**src/rtl/rssi_pkg.sv**
```systemverilog
package rssi_pkg;
  typedef struct packed {
    logic agc;
    logic lna;
    logic att;
  } gain_cfg_t;

  localparam int GAIN_W = 3;
endpackage

```
**src/rtl/rssi_gap_timer.sv**
```systemverilog
module rssi_gap_timer #(
  parameter int MIN_GAP_CYC = 600,
  parameter int CW          = $clog2(MIN_GAP_CYC + 1)
) (
  input  logic clk,
  input  logic rst_n,
  input  logic load,
  output logic expired
);
  logic [CW-1:0] cnt_q;

  always_ff @(posedge clk or negedge rst_n) begin
    if (!rst_n)              cnt_q <= '0;
    else if (load)           cnt_q <= CW'(MIN_GAP_CYC - 1);
    else if (cnt_q != '0)    cnt_q <= cnt_q - 1'b1;
  end

  assign expired = (cnt_q == '0);

  // the sampler only loads the window once the previous window is over
  assert_load_when_open_R4: assert property (@(posedge clk) disable iff (!rst_n)
    load |-> expired);
endmodule

```
**src/rtl/rssi_sampler.sv**
```systemverilog
module rssi_sampler #(
  parameter int SW = 5
) (
  input  logic          clk,
  input  logic          rst_n,
  input  logic          en,
  input  logic          sop,
  input  logic          rd,
  input  logic          gap_open,
  input  logic [SW-1:0] strength,
  output logic          take,
  output logic [SW-1:0] result,
  output logic          valid
);
  logic pend_q;
  logic req;

  assign req  = sop | pend_q;
  assign take = en & gap_open & req;

  always_ff @(posedge clk or negedge rst_n) begin
    if (!rst_n) begin
      pend_q <= 1'b0;
      result <= '0;
      valid  <= 1'b0;
    end else begin
      if (!en)       pend_q <= 1'b0;
      else if (take) pend_q <= rd;
      else           pend_q <= pend_q | sop | rd;

      if (take) result <= strength;

      if (take)    valid <= 1'b1;
      else if (rd) valid <= 1'b0;
    end
  end

  assert_valid_on_take_R5: assert property (@(posedge clk) disable iff (!rst_n)
    take |=> valid);
  assert_read_clears_R5: assert property (@(posedge clk) disable iff (!rst_n)
    (rd && !take) |=> !valid);
  assert_hold_when_off_R7: assert property (@(posedge clk) disable iff (!rst_n)
    !en |=> $stable(result));
endmodule

```
**src/rtl/rssi_gain_regs.sv**
```systemverilog
module rssi_gain_regs
  import rssi_pkg::*;
(
  input  logic              clk,
  input  logic              rst_n,
  input  logic              wr,
  input  logic [GAIN_W-1:0] wdata,
  output gain_cfg_t         cfg,
  output logic [1:0]        steps
);
  always_ff @(posedge clk or negedge rst_n) begin
    if (!rst_n)  cfg <= '{agc: 1'b1, lna: 1'b1, att: 1'b0};
    else if (wr) cfg <= gain_cfg_t'(wdata);
  end

  assign steps = {1'b0, (!cfg.agc && !cfg.lna)} + {1'b0, cfg.att};

  assert_gain_hold_R8: assert property (@(posedge clk) disable iff (!rst_n)
    !wr |=> $stable(cfg));
  assert_steps_range_R9: assert property (@(posedge clk) disable iff (!rst_n)
    steps <= 2'd2);
endmodule

```
**src/rtl/rssi_gain_ctrl.sv**
```systemverilog
module rssi_gain_ctrl
  import rssi_pkg::*;
#(
  parameter int SW          = 5,
  parameter int MIN_GAP_CYC = 600
) (
  input  logic              clk,
  input  logic              rst_n,
  input  logic              meas_en,
  input  logic              sop_det,
  input  logic [SW-1:0]     strength_in,
  input  logic              res_rd,
  output logic [SW-1:0]     res_data,
  output logic              res_valid,
  input  logic              gain_wr,
  input  logic [GAIN_W-1:0] gain_wdata,
  output logic              agc_en,
  output logic              lna_en,
  output logic              att_en,
  output logic [1:0]        atten_steps
);
  localparam int CW = $clog2(MIN_GAP_CYC + 1);

  logic      take;
  logic      gap_open;
  gain_cfg_t cfg;

  rssi_gap_timer #(.MIN_GAP_CYC(MIN_GAP_CYC), .CW(CW)) u_gap (
    .clk(clk), .rst_n(rst_n), .load(take), .expired(gap_open)
  );

  rssi_sampler #(.SW(SW)) u_samp (
    .clk(clk), .rst_n(rst_n), .en(meas_en), .sop(sop_det), .rd(res_rd),
    .gap_open(gap_open), .strength(strength_in), .take(take),
    .result(res_data), .valid(res_valid)
  );

  rssi_gain_regs u_gain (
    .clk(clk), .rst_n(rst_n), .wr(gain_wr), .wdata(gain_wdata),
    .cfg(cfg), .steps(atten_steps)
  );

  assign agc_en = cfg.agc;
  assign lna_en = cfg.lna;
  assign att_en = cfg.att;

  // independent spacing monitor: cycles since the last measurement
  logic [CW-1:0] since_q;
  always_ff @(posedge clk or negedge rst_n) begin
    if (!rst_n)                           since_q <= CW'(MIN_GAP_CYC);
    else if (take)                        since_q <= CW'(1);
    else if (since_q < CW'(MIN_GAP_CYC))  since_q <= since_q + 1'b1;
  end

  assert_min_spacing_R4: assert property (@(posedge clk) disable iff (!rst_n)
    take |-> (since_q >= CW'(MIN_GAP_CYC)));
endmodule

```
**config.mk**
```make
export PLATFORM = sky130hd
export DESIGN_NAME = rssi_gain_ctrl
export DESIGN_NICKNAME = d
export VERILOG_FILES = /design/src/rtl/rssi_pkg.sv /design/src/rtl/rssi_gap_timer.sv /design/src/rtl/rssi_sampler.sv /design/src/rtl/rssi_gain_regs.sv /design/src/rtl/rssi_gain_ctrl.sv
export SDC_FILE = /design/constraint.sdc
export NUM_CORES = 1
export LEC_CHECK = 0
export BUFFER_PORTS_ARGS = -buffer_cell sky130_fd_sc_hd__buf_4
export CAP_MARGIN = 20
export CORE_MARGIN = 2
export CORE_UTILIZATION = 45
export CTS_CLUSTER_DIAMETER = 50
export DETAILED_ROUTE_END_ITERATION = 8
export PLACE_DENSITY = 0.71
export RECOVER_POWER = 100
export SYNTH_ARGS = -nofsm -noshare
export SYNTH_HDL_FRONTEND = slang
export SYNTH_SLANG_ARGS = --single-unit
```
**constraint.sdc**
```tcl
create_clock -name clk -period 4.8 [get_ports clk]
set_input_delay 0.96 -clock clk [delete_from_list [all_inputs] [get_ports clk]]
set_output_delay 0.96 -clock clk [all_outputs]
set_load 0.005 [all_outputs]
```
# After elaboration in Yosys (flattened, before gate mapping)
# Cells that the tools add are included.
# totals
in_bits	14
wordCells	26
register_bits	20
# op_classes
bitwise	4
n_reduce_logical	7
addsub	2
mux	6
# op_table
cell	count
2-to-1 mux 10 bit	2
logical NOT 10 bit	1
nonzero test 10 bit	1
subtractor 10 x 1 -> 10 bit, second input constant	1
2-to-1 mux 1 bit	4
nonzero test 2 bit	2
adder 1 x 1 -> 2 bit	1
bitwise AND 1 bit	2
logical NOT 1 bit	2
bitwise OR 1 bit	2
logical AND 1 bit	1

# Depth between registers and ports, before layout
# logic_depth
ltp_word	5
depth_mapped	5
depth_no_buf	5

# By module
# Synthesis repeated with hierarchy kept, for this count alone.
# unflattened
cells_unflattened	81
hier_area_um2	958.4
# modules_own_cells
mod	seq_area_each_um2	cells_each	instances	area_each_um2
rssi_gap_timer	250.2	55	1	548.0
rssi_sampler	175.2	18	1	282.8
rssi_gain_regs	77.6	8	1	127.6

# Worst setup path before layout
# OpenSTA, ideal clock, no wires.
# synth_path
path_kind	input-to-reg
start	input port sop_det
end	register u_samp.result[0]
slack_ns	2.963
t_arrival_ns	1.712
t_required_ns	4.675
cell_stages	3
setup_ns	0.125
cell_sequence	o21a_1 nand4_1 mux2_2
# synth_between
elab_chain_len	2
# synth_rtl
element	line	text
start: declaration	rssi_gain_ctrl.sv:10	input logic sop_det,
bitwise OR 1 bit	rssi_sampler.sv:18	assign req = sop | pend_q;
bitwise AND 1 bit	rssi_sampler.sv:19	assign take = en & gap_open & req;
end signal: assignment	rssi_sampler.sv:31	if (take) result <= strength;
end: declaration	rssi_sampler.sv:12	output logic [SW-1:0] result,
# No other way between the ends.
# A chain may end at the register's enable or synchronous reset.

# Worst setup path in the final report
# layout_path
start	register u_gain.cfg[2] (netlist name)
end	output port atten_steps[0]
# layout_between
elab_chain_len	3
# layout_rtl
element	line	text
logical NOT 1 bit	rssi_gain_regs.sv:16	assign steps = {1'b0, (!cfg.agc && !cfg.lna)} + {1'b0, cfg.att};
logical AND 1 bit	rssi_gain_regs.sv:16	
adder 1 x 1 -> 2 bit	rssi_gain_regs.sv:16	
end: declaration	rssi_gain_ctrl.sv:20	output logic [1:0] atten_steps
# No other way between the ends.

==> metrics.md <==
| Metric | Value |
|---|---|
| Commonest cells post-synth | dfrtp_1, mux2_2, inv_1 |
| CTS resizes | 0 |
| Hold buffer count at CTS | 0 |
| Fin worst setup slack | 2.53 ns |
| Diode count | 0 |
| Internal power | 0.392 mW |
| Residual DRC | 0 |
| Post-synthesis cell type with the largest combined area | dfrtp_1 |
| R2R setup slack | 2.67 ns |
| Post-Place Cell Area | 0.00119 mm² |
| Hold endpoint | u_samp.result[0] |
| R2R depth | 5 |
| FILL cells | 166 |
| CTS tree | built |
| CTS clock-pin slew for the worst setup and hold paths | 0.11 ns |
| Ys async rst share | 100% |
| Comb power frac | 31.5% |
| DRT iter0 DRCs | 8 |
| Core Area | 0.00200 mm² |
| Status | finished, final reports clean |
| Final setup viols | 0 |
| Share of layout cells above drive strength 1 | 36.1% |
| Min-Delay Path Depth | 1 |
| Final Non-Filler Cells | 135 |
| Antenna-violating nets left | 0 |
| Final min period | 2.27 ns |
| Worst Hold Launch | u_samp.result[0] |
| Post-route cell area | 0.00122 mm² |
| Post-synth EDFFs | 0 |
| Crit path max fanout | 3 |
| Hold crit path type | flop to flop |
| Pre-CTS setup slack | 2.74 ns |
| Req. time, crit path | 3.84 ns |
| Layout area overhead | 24.3% |
| Routed wire per std cell | 13.3 µm |
| Register share of total power | 45.4% |
| Final Hold Fails | 0 |
| Net Switching | 0.197 mW |
| Reg2Reg Launch Point | u_gap.cnt_q[0] |
| Pleak | 0.562 nW |
| Peak supply drop | 345 µV |
| GRT Util Overall | 15.0% |
| Peak Freq | 441 MHz |
| CP Data Arrival Time | 1.31 ns |
| Crit end category | output pin |
| Max Cap Viol | 0 |
| Die X | 50.7 µm |
| Clock Skew | 0.00681 ns |
| Post-CTS Setup Repair Bufs | 0 |
| Sw frac | 33.5% |
| Ranking of synthesized cells by area | dfrtp_1, mux2_2, dfstp_2, ha_1, a211oi_1 |
| First-pass GRT wire length | 3.03 mm |
| Pwr Density | 484 mW/mm² |
| Sequential share of the synthesized area | 51.3% |
| CTS H-tree lvls | 1 |
| Via count | 727 |
| Unrepaired setup endpoints after global routing | no |
| Most common cell in the netlist | dfrtp_1 |
| RePlAce Congestion | 0.767 |
| Final setup TNS | 0 ns |
| Post-detail-place hpwl | 1.36 mm |
| Crit path launch type | flop |
| Ports | 25 |
| Die area | 0.00257 mm² |
| Ys Warns | 0 |
| Cts bufs inserted | 3 |
| Post-synth top flop | dfrtp_1 |
| Die Ht | 50.7 µm |
| Clock power share | 23.2% |
| Final period utilization | 47.2% |
| Post-Syn Area | 980 µm² |
| Pre-Repair DR Iteration Count | 4 |
| Antenna violations before repair | 0 |
| Max-slew violation count | 0 |
| Placed insts | 131 |
| Worst-skew pair later-pin latency | 0.30 ns |
| Yosys top cell area share | 46.0% |
| Pin count of the biggest net entering global routing | 21 |
| Vias in the first global route | 682 |
| Rows | 16 |
| Max Root-Sink Buffers | 2 |
| Grt ovf | 0 |
| Root buf cell | clkbuf_4 |
| Mapped Cells | 81 |
| #FFs+latches synth | 20 |
| Worst rel slew slack | 30.9% |
| Critical path type | flop to output pin |
| # clock sinks | 20 |
| Syn avg cell area | 12.1 µm² |
| Total Nets Final | 126 |
| Vias per inst | 5.39 |
| Distinct cells, synth | 34 |
| Post-Route Utilization | 60.8% |
| Reg-to-reg endpoint | u_gap.cnt_q[0] |
| Worst-margin pin slew | 1.04 ns |
| Routed wire length | 1.80 mm |
| Net Count, Synth | 98 |
| Initial Util | 48.9% |
| IO Port Bufs | 24 |
[kinds of logic after synthesis]
kind of cell / share of synthesized area, %
AND/OR/NAND/NOR: 16.9
buffers and inverters: 2.43
adder cells (fa/ha/maj): 3.83
AO/OA/AOI/OAI: 12.0
multiplexers: 13.5
flip-flops: 51.3
[through the flow]
step / hold slack [ns] / power [mW]
after floorplan: 0.492 / 0.411
after global placement: 0.492 / 0.460
after detailed placement: 0.496 / 0.465
after CTS: 0.523 / 0.601
after global routing: 0.538 / 0.635
final: 0.516 / 0.589
[per-layer routing]
metal / vias to the layer above / share of wire (%) / GRT usage [%]
met5: - / 0 / 0
met4: 0 / 0 / 1.35
met3: 0 / 5.5 / 3.57
met2: 19 / 49 / 25.0
met1: 352 / 46 / 20.6
li1: 356 / - / -
[power groups by stage]
stage,clock [mW],combinational (mW),sequential (mW)
2_1_floorplan,0,0.152,0.259
3_3_place_gp,0,0.190,0.270
3_5_place_dp,0,0.193,0.272
4_1_cts,0.138,0.194,0.269
5_1_grt,0.148,0.210,0.277
6_report,0.136,0.185,0.267
[worst max-delay path, stage by stage, from the launching register on]
cell      delay, ns
dfstp_1        0.56
nor2_1         0.06
ha_1           0.26
clkbuf_4       0.13
[state kept, by name, summed over array words and instances (netlist names)]
name	flops
u_gap.cnt_q	10
u_samp.result	5
u_gain.cfg	3
u_samp.pend_q	1
u_samp.valid	1
[how the worst max path moves through the flow]
stage,cells after the start,slack (ns),startpoint,endpoint
floorplan,3,2.96,sop_det,u_samp.result[0]
detailed placement,4,2.74,meas_en,u_samp.result[4]
global route,3,2.45,u_gain.cfg[1],atten_steps[0]
finish,3,2.53,u_gain.cfg[2],atten_steps[0]
CTS,3,2.53,u_gain.cfg[1],atten_steps[0]
global placement,4,2.74,sop_det,u_samp.result[3]
[placed cells by master, fill, tap and decap left out, types with 2 or more instances in the layout]
| master | Yosys | final |
|---|---|---|
| clkbuf_4 | 0 | 12 |
| inv_1 | 5 | 5 |
| nor3b_1 | 1 | 2 |
| o31ai_1 | 2 | 2 |
| mux2_2 | 9 | 9 |
| nor3_2 | 2 | 2 |
| nor3_1 | 3 | 3 |
| ha_1 | 3 | 3 |
| mux2i_1 | 2 | 2 |
| dfrtp_1 | 18 | 18 |
| a211oi_1 | 3 | 3 |
| a21oi_1 | 2 | 2 |
| dfstp_1 | 0 | 2 |
| buf_4 | 0 | 13 |
| nor2_1 | 4 | 4 |
| o21ai_0 | 2 | 2 |
| clkbuf_1 | 0 | 2 |
| a311oi_1 | 2 | 2 |
| or3_1 | 3 | 4 |
[final cells by class]
class                   instances  area (µm²)  area share [%]
flip-flops and latches         20         503            41.3
multi-input cells              55         437            35.9
repair buffers                 24         173            14.2
well taps                      27        33.8            2.77
clock inverters                 1        30.0            2.47
clock buffers                   3        22.5            1.85
inverters                       5        18.8            1.54
No activity file was read; power rests on OpenSTA's default activity.
